==> config.mk <==
export PLATFORM = sky130hd
export DESIGN_NAME = lcd_raster_timer
export DESIGN_NICKNAME = d
export VERILOG_FILES = /design/src/rtl/lcd_timing_pkg.sv /design/src/rtl/lcd_pclk_div.sv /design/src/rtl/lcd_axis_seq.sv /design/src/rtl/lcd_raster_timer.sv
export SDC_FILE = /design/constraint.sdc
export NUM_CORES = 1
export LEC_CHECK = 0
export BUFFER_PORTS_ARGS = -buffer_cell sky130_fd_sc_hd__buf_2
export CELL_PAD_IN_SITES_DETAIL_PLACEMENT = 0
export CELL_PAD_IN_SITES_GLOBAL_PLACEMENT = 2
export CORE_MARGIN = 3
export CORE_UTILIZATION = 38
export CTS_BUF_LIST = sky130_fd_sc_hd__clkbuf_16
export DETAILED_ROUTE_END_ITERATION = 16
export PLACE_DENSITY = 0.91
export SYNTH_ARGS = -nofsm -noshare
export SYNTH_HDL_FRONTEND = slang
export SYNTH_HIERARCHICAL = 1
export SYNTH_SLANG_ARGS = --single-unit
==> constraint.sdc <==
create_clock -name clk -period 6.7 [get_ports clk]
set_input_delay 0.335 -clock clk [delete_from_list [all_inputs] [get_ports clk]]
set_output_delay 0.335 -clock clk [all_outputs]
set_load 0.02 [all_outputs]
==> src/rtl/lcd_timing_pkg.sv <==
package lcd_timing_pkg;
    localparam int ACT_W     = 10;
    localparam int SYNC_W    = 6;
    localparam int WAIT_W    = 8;
    localparam int DIV_W     = 8;
    localparam int POL_N     = 4;
    localparam int ACT_LSB   = 0;
    localparam int SYNC_LSB  = ACT_LSB + ACT_W;
    localparam int TRAIL_LSB = SYNC_LSB + SYNC_W;
    localparam int LEAD_LSB  = TRAIL_LSB + WAIT_W;
    localparam int WORD_W    = LEAD_LSB + WAIT_W;
    localparam int LEN_W     = ACT_W + 1;
    localparam int CTRL_W    = DIV_W + POL_N;
    localparam int POL_V     = 0;
    localparam int POL_H     = 1;
    localparam int POL_PCLK  = 2;
    localparam int POL_OE    = 3;

    typedef enum logic [1:0] {
        PH_SYNC  = 2'd0,
        PH_LEAD  = 2'd1,
        PH_SHOW  = 2'd2,
        PH_TRAIL = 2'd3
    } phase_e;
endpackage

==> src/rtl/lcd_pclk_div.sv <==
module lcd_pclk_div
    import lcd_timing_pkg::*;
#(
    parameter int DW = DIV_W
) (
    input  logic          clk,
    input  logic          rst_n,
    input  logic          clr_i,
    input  logic          run_i,
    input  logic [DW-1:0] div_i,
    output logic          tick_o,
    output logic          level_o
);
    typedef struct packed {
        logic [DW-1:0] cnt;
        logic          half;
    } div_t;

    div_t st_d, st_q;

    always_comb begin
        st_d    = st_q;
        tick_o  = run_i & (st_q.cnt == div_i) & st_q.half;
        level_o = st_q.half;
        if (clr_i) begin
            st_d.cnt  = '0;
            st_d.half = 1'b0;
        end else if (run_i) begin
            if (st_q.cnt == div_i) begin
                st_d.cnt  = '0;
                st_d.half = ~st_q.half;
            end else begin
                st_d.cnt = st_q.cnt + DW'(1);
            end
        end
    end

    always_ff @(posedge clk or negedge rst_n) begin
        if (!rst_n) st_q <= '0;
        else        st_q <= st_d;
    end
endmodule

==> src/rtl/lcd_axis_seq.sv <==
module lcd_axis_seq
    import lcd_timing_pkg::*;
#(
    parameter int CW = ACT_W,
    parameter int LW = LEN_W
) (
    input  logic               clk,
    input  logic               rst_n,
    input  logic               clr_i,
    input  logic               step_i,
    input  logic [3:0][LW-1:0] len_i,
    output phase_e             phase_o,
    output logic [CW-1:0]      cnt_o,
    output logic               last_o,
    output logic               wrap_o
);
    typedef struct packed {
        phase_e        ph;
        logic [CW-1:0] cnt;
    } seq_t;

    seq_t   st_d, st_q;
    phase_e nxt;
    logic   wraps;

    always_comb begin
        st_d   = st_q;
        nxt    = PH_SYNC;
        wraps  = 1'b0;
        last_o = (LW'(st_q.cnt) == len_i[st_q.ph] - LW'(1));
        case (st_q.ph)
            PH_SYNC: nxt = (len_i[PH_LEAD] != '0) ? PH_LEAD : PH_SHOW;
            PH_LEAD: nxt = PH_SHOW;
            PH_SHOW: begin
                if (len_i[PH_TRAIL] != '0) begin
                    nxt = PH_TRAIL;
                end else begin
                    nxt   = PH_SYNC;
                    wraps = 1'b1;
                end
            end
            default: begin
                nxt   = PH_SYNC;
                wraps = 1'b1;
            end
        endcase
        wrap_o = step_i & last_o & wraps;
        if (clr_i) begin
            st_d.ph  = PH_SYNC;
            st_d.cnt = '0;
        end else if (step_i) begin
            if (last_o) begin
                st_d.ph  = nxt;
                st_d.cnt = '0;
            end else begin
                st_d.cnt = st_q.cnt + CW'(1);
            end
        end
    end

    assign phase_o = st_q.ph;
    assign cnt_o   = st_q.cnt;

    always_ff @(posedge clk or negedge rst_n) begin
        if (!rst_n) st_q <= '{ph: PH_SYNC, cnt: '0};
        else        st_q <= st_d;
    end
endmodule

==> src/rtl/lcd_raster_timer.sv <==
module lcd_raster_timer
    import lcd_timing_pkg::*;
(
    input  logic              clk,
    input  logic              rst_n,
    input  logic [WORD_W-1:0] cfg_line_i,
    input  logic [WORD_W-1:0] cfg_frame_i,
    input  logic [CTRL_W-1:0] cfg_ctrl_i,
    input  logic              dual_i,
    input  logic              start_i,
    input  logic              stop_i,
    output logic              pclk_o,
    output logic              hsync_o,
    output logic              vsync_o,
    output logic              de_o,
    output logic              sof_o,
    output logic              eof_o,
    output logic [ACT_W-1:0]  row_o,
    output logic [LEN_W-1:0]  row_lo_o,
    output logic              done_o
);
    typedef struct packed {
        logic              run;
        logic              stop_pend;
        logic              done;
        logic              sof;
        logic              eof;
        logic [WORD_W-1:0] line;
        logic [WORD_W-1:0] frame;
        logic [DIV_W-1:0]  div;
        logic [POL_N-1:0]  pol;
        logic              dual;
    } top_t;

    top_t st_d, st_q;

    logic                  start_evt, tick, div_level;
    logic [3:0][LEN_W-1:0] h_len, v_len;
    phase_e                h_ph, v_ph;
    logic [ACT_W-1:0]      h_cnt, v_cnt;
    logic                  h_last, h_wrap, v_last, v_wrap, eof_evt, row_act;
    logic                  run_now;
    logic [WORD_W-1:0]     line_cfg, frame_cfg;
    logic [POL_N-1:0]      pol_cfg;

    assign run_now   = st_q.run;
    assign line_cfg  = st_q.line;
    assign frame_cfg = st_q.frame;
    assign pol_cfg   = st_q.pol;

    // Phase lengths from the frame-start copy: line fields are minus one,
    // frame waits are raw counts.
    always_comb begin
        h_len[PH_SYNC]  = LEN_W'(st_q.line[SYNC_LSB +: SYNC_W]) + LEN_W'(1);
        h_len[PH_LEAD]  = LEN_W'(st_q.line[LEAD_LSB +: WAIT_W]) + LEN_W'(1);
        h_len[PH_SHOW]  = LEN_W'(st_q.line[ACT_LSB +: ACT_W]) + LEN_W'(1);
        h_len[PH_TRAIL] = LEN_W'(st_q.line[TRAIL_LSB +: WAIT_W]) + LEN_W'(1);
        v_len[PH_SYNC]  = LEN_W'(st_q.frame[SYNC_LSB +: SYNC_W]) + LEN_W'(1);
        v_len[PH_LEAD]  = LEN_W'(st_q.frame[LEAD_LSB +: WAIT_W]);
        v_len[PH_SHOW]  = LEN_W'(st_q.frame[ACT_LSB +: ACT_W]) + LEN_W'(1);
        v_len[PH_TRAIL] = LEN_W'(st_q.frame[TRAIL_LSB +: WAIT_W]);
    end

    assign start_evt = start_i & ~st_q.run;

    lcd_pclk_div #(.DW(DIV_W)) u_div (
        .clk     (clk),
        .rst_n   (rst_n),
        .clr_i   (start_evt),
        .run_i   (st_q.run),
        .div_i   (st_q.div),
        .tick_o  (tick),
        .level_o (div_level)
    );

    lcd_axis_seq #(.CW(ACT_W), .LW(LEN_W)) u_hseq (
        .clk     (clk),
        .rst_n   (rst_n),
        .clr_i   (start_evt),
        .step_i  (tick),
        .len_i   (h_len),
        .phase_o (h_ph),
        .cnt_o   (h_cnt),
        .last_o  (h_last),
        .wrap_o  (h_wrap)
    );

    lcd_axis_seq #(.CW(ACT_W), .LW(LEN_W)) u_vseq (
        .clk     (clk),
        .rst_n   (rst_n),
        .clr_i   (start_evt),
        .step_i  (h_wrap),
        .len_i   (v_len),
        .phase_o (v_ph),
        .cnt_o   (v_cnt),
        .last_o  (v_last),
        .wrap_o  (v_wrap)
    );

    assign eof_evt = h_wrap & (v_ph == PH_SHOW) & v_last;

    always_comb begin
        st_d     = st_q;
        st_d.sof = 1'b0;
        st_d.eof = eof_evt;
        if (st_q.run && stop_i) st_d.stop_pend = 1'b1;
        if (start_evt || (v_wrap && !(st_q.stop_pend || stop_i))) begin
            st_d.run   = 1'b1;
            st_d.sof   = 1'b1;
            st_d.line  = cfg_line_i;
            st_d.frame = cfg_frame_i;
            st_d.div   = cfg_ctrl_i[DIV_W-1:0];
            st_d.pol   = cfg_ctrl_i[DIV_W +: POL_N];
            st_d.dual  = dual_i;
            if (start_evt) begin
                st_d.done      = 1'b0;
                st_d.stop_pend = 1'b0;
            end
        end else if (v_wrap) begin
            st_d.run       = 1'b0;
            st_d.done      = 1'b1;
            st_d.stop_pend = 1'b0;
        end
    end

    always_ff @(posedge clk or negedge rst_n) begin
        if (!rst_n) st_q <= '0;
        else        st_q <= st_d;
    end

    assign row_act  = st_q.run & (v_ph == PH_SHOW);
    assign pclk_o   = (st_q.run & div_level) ^ st_q.pol[POL_PCLK];
    assign hsync_o  = (st_q.run & (h_ph == PH_SYNC)) ^ st_q.pol[POL_H];
    assign vsync_o  = (st_q.run & (v_ph == PH_SYNC)) ^ st_q.pol[POL_V];
    assign de_o     = (row_act & (h_ph == PH_SHOW)) ^ st_q.pol[POL_OE];
    assign sof_o    = st_q.sof;
    assign eof_o    = st_q.eof;
    assign done_o   = st_q.done;
    assign row_o    = row_act ? v_cnt : '0;
    assign row_lo_o = row_act ? (LEN_W'(v_cnt) + (st_q.dual ? v_len[PH_SHOW] : '0)) : '0;
endmodule

=== Yosys cells after proc, flatten, opt, wreduce, memory -nomap -nowiden ===
Cells that the tools add are included.

* Equality and inequality tests: 8
* Reductions and logical operators: 24
* Mux-type cells: 34
* Bitwise operators: 20
* Order comparisons: 2
* Add/subtract/negate cells: 12

{| class="wikitable"
|+ Operators with widths
! kind !! number
|-
| $mux 12 || 4
|-
| $bmux 11 s2 || 2
|-
| $mux 11 || 4
|-
| $reduce_bool 11->1 || 4
|-
| $mux 10 || 3
|-
| $add 10x1->11 const B || 2
|-
| $eq 10x11->1 || 2
|-
| $sub 11x1->11 const B || 2
|-
| $add 10x1->10 const B || 2
|-
| $add 8x1->9 const B || 2
|-
| $mux 9 || 2
|-
| $add 6x1->7 const B || 2
|-
| $and 1x1->1 || 14
|-
| $mux 2 || 7
|-
| $reduce_bool 2->1 || 7
|-
| $pmux 2 s3 || 2
|-
| $add 10x11->11 || 1
|-
| $add 8x1->8 const B || 1
|-
| $eq 8x8->1 || 1
|-
| $mux 8 || 1
|-
| $reduce_and 2->1 || 4
|-
| $lt 2x3->1 const B || 2
|-
| $mux 3 || 2
|-
| $mux 1 || 5
|-
| other kinds (11) || 22
|}

* Output and inout bits: 28
* Logic and storage cells: 116
* Input bits: 81
* Register bits after elaboration: 115

=== Logic depth before layout (Yosys ltp) ===
* Word-level depth: 13
* Gate-level depth with buffers: 19

=== By module ===
The synthesis kept the hierarchy.

{| class="wikitable"
|+ Modules (own cells, without submodules)
! module !! area each (µm²) !! cells each !! times used
|-
| lcd_raster_timer || 4,423.0 || 381 || 1
|-
| lcd_axis_seq || 1,416.4 || 135 || 2
|-
| lcd_pclk_div || 594.3 || 60 || 1
|}

=== Worst setup path before layout ===
No wires, ideal clock.

* Kind: register -> register
* From: register st_q, in the netlist line_cfg[16]
* To: register st_q, in the netlist line_cfg[15]
* Period minus slack after synthesis: 5.012 ns
* Stages on the path, launching flop included: 18
* Setup slack: 1.688 ns
* Data required time: 6.575 ns
* Buffers on the path: 1
* Data arrival time: 4.887 ns
* Cells stage by stage: dfrtp_1 and3_1 nand3_1 or2_2 xnor2_1 mux4_2 or4_4 a2111oi_2 xnor2_1 nand3_2 a2111oi_4 and2_1 inv_1 a2111oi_4 and2_1 a21oi_2 buf_2 mux2_2

{| class="wikitable"
|+ RTL lines
! item !! line !! RTL
|-
| from (decl) || lcd_raster_timer.sv:35 || <nowiki>top_t st_d, st_q;</nowiki>
|-
| from (signal assigned) || lcd_raster_timer.sv:128 || <nowiki>else st_q <= st_d;</nowiki>
|}

==> reports/qor.txt <==
clock net sink count: 115
utilization of the core after routing: 0.4677
detailed-router iteration count before antenna repair: 5
maxcap violations: 0
DRC Markers: 0
number of primary I/O pins: 109
starting utilization of the core area: 0.3952
overall die area: 0.02240 mm2
y dimension of the die: 149.7 um
post-cts hold buffer count: 1
overall global routing resource usage: 0.1759
Max-Slew Margin vs Limit: 0.2497
pin slew with the least headroom to its limit: 1.123 ns
kind of end point of the critical path: flip-flop
placer congestion estimate: 0.8326
antenna violations before repair: 0
HPWL after detailed placement: 14.38 mm
busiest layer in global routing: met2
met1 Resource Use GR: 0.2599
Slowest Stage Delay on Critical Path: 0.55 ns
maximum number of pins on one net before global-route repair: 75
CTS clock-pin slew for the worst setup and hold paths: 0.06 ns
horizontal die dimension: 149.7 um
antenna viol nets, final: 0
detailed-route wire length: 18.99 mm
leak pwr: 4.301 nW
required time worst endpoint: 7.00 ns
PD cells: 212.8 mW/mm2
fraction of layout instances using a drive strength above 1: 0.3089
Synth-to-Final Area Change: 18.35%
sequence of cells on the critical path: and3_1, nand3_1, or2_2, xnor2_1, mux4_2, or4_4, a2111oi_2, xnor2_1, nand3_2, a2111oi_4, buf_4, and2_1, inv_1, a2111oi_4, and2_1, a21oi_4, buf_12, mux2_2
post-route clock period utilization: 0.8330
worst supply voltage drop on vdd: 0.0001729 V
global-route track usage on met2: 0.2647
achievable clock frequency: 0.1792 GHz
count of cells resized by post-cts repair: 0
placeable core area: 0.01985 mm2
final net count: 951
final critical-path required period: 5.581 ns
cell at the slowest stage of the critical path: sky130_fd_sc_hd__mux4_2
data arrival at the endpoint of the critical path: 5.88 ns
worst slack at placement: 1.122 ns
setup slack of the critical path after layout: 1.119 ns
result of the run: finished, final reports clean
final clock skew: 0.01067 ns
hold violation count in the final report: 0
CTS H-Tree Depth: 4
number of violations reported at the end of detailed-routing iteration 0: 359
Wirelength per Cell: 16.86 um
number of max-slew violations in the final report: 0
TritonCTS clock tree: done
detail-routed via count per cell: 5.178
most common cell after layout, fill and taps aside: sky130_fd_sc_hd__dfrtp_1
setup repair after global routing missed its margin: false
overall via count from detail_route: 5830
via count of the first global-routing pass: 5730
number of setup buffers added after CTS: 0
netlist area before placement: 0.007843 mm2
met3 Use GR: 0.03180
maximum number of buffers from clock root to sink: 2
Worst Setup Start Kind: flip-flop
accumulated negative setup slack: 0 ns
global-route wire length before repair: 30.85 mm
number of instances in the synthesized netlist: 710
type of the most critical hold path: input port to flip-flop
Mapped Avg Cell Area: 11.05 um2
global route total overflow: 0
count of buffers inserted at the top-level ports: 108
Inserted Clock Buffers: 17
Final setup viols: 0
Worst Path Class, Setup: flip-flop to flip-flop
Crit Path Max Fanout: 48
Inserted Diodes: 0
number of placement rows: 51
highest-count cells in the layout ignoring fill and taps: 115 x sky130_fd_sc_hd__dfrtp_1, 107 x sky130_fd_sc_hd__buf_2, 77 x sky130_fd_sc_hd__mux2_2
latest clock arrival within the worst-skew pair: 0.42 ns
yosys synthesis warning count: 6
cell at the root of the clock tree: sky130_fd_sc_hd__clkbuf_16
## layer usage
metal	up-vias	part of all wire	routed length (um)
met5	-	0	0
met4	0	0.014	262
met2	127	0.46	8707
met3	17	0.043	819
li1	2855	-	-
met1	2831	0.48	9197
## power by group
part	switching [W]	internal (W)
Combinational	0.000152	0.000158
Clock	0.000350	0.000473
Sequential	0.0000864	0.000756
## worst max-delay path: cells and delay by family (launching register included)
family	cells	cell delay, ns
AND/OR/NAND/NOR	7	1.86
AO/OA/AOI/OAI	4	1.28
multiplexers	2	0.86
buffers and inverters	3	0.70
flip-flops	1	0.40
XOR/XNOR	2	0.33
## path summary, 6_finish.rpt
path / endpoint / slack, ns / depth (start not counted) / startpoint
min reg2reg: pol_cfg[2] / 0.52 / 1 / pol_cfg[2]
min in group asynchronous: line_cfg[22] / 0.46 / 2 / rst_n
max in group asynchronous: frame_cfg[9] / 4.92 / 3 / rst_n
max reg2reg: line_cfg[7] / 1.12 / 18 / line_cfg[20]
max: line_cfg[7] / 1.12 / 18 / line_cfg[20]
min: frame_cfg[8] / 0.14 / 2 / cfg_frame_i[8]
## per-stage QoR
| step | hold WS, ns | instance area, um2 | instances | total power, W |
|---|---|---|---|---|
| floorplan | 0.03941 | 7944 | 737 | 0.001063 |
| global placement | 0.3625 | 8735 | 1093 | 0.001158 |
| detailed placement | 0.3659 | 8735 | 1093 | 0.001164 |
| CTS | 0.1261 | 9281 | 1126 | 0.001997 |
| global route | 0.1302 | 9281 | 1126 | 0.002076 |
| finish | 0.1431 | 9281 | 1126 | 0.001975 |
## area by class of cell
class | count | area [um2]
Sequential cell | 115 | 2878
Clock buffer | 17 | 425.4
Tap cell | 265 | 331.6
Multi-Input combinational cell | 571 | 4812
Inverter | 26 | 97.59
Clock inverter | 15 | 111.4
Fill cell | 1815 | 10560
Timing Repair Buffer | 117 | 625.6
## flip-flops by register name, summed over array words and instances, names as in the netlist
signal and flops:
u_hseq/phase_o 2, done_o 1, line_cfg 32, pol_cfg 4
u_vseq/cnt_o 10, eof_o 1, u_div/level_o 1, u_div/st_q 8
u_vseq/phase_o 2, u_hseq/cnt_o 10, frame_cfg 32, run_now 1
sof_o 1, st_q 10
Power figures use the tool's default switching activity.
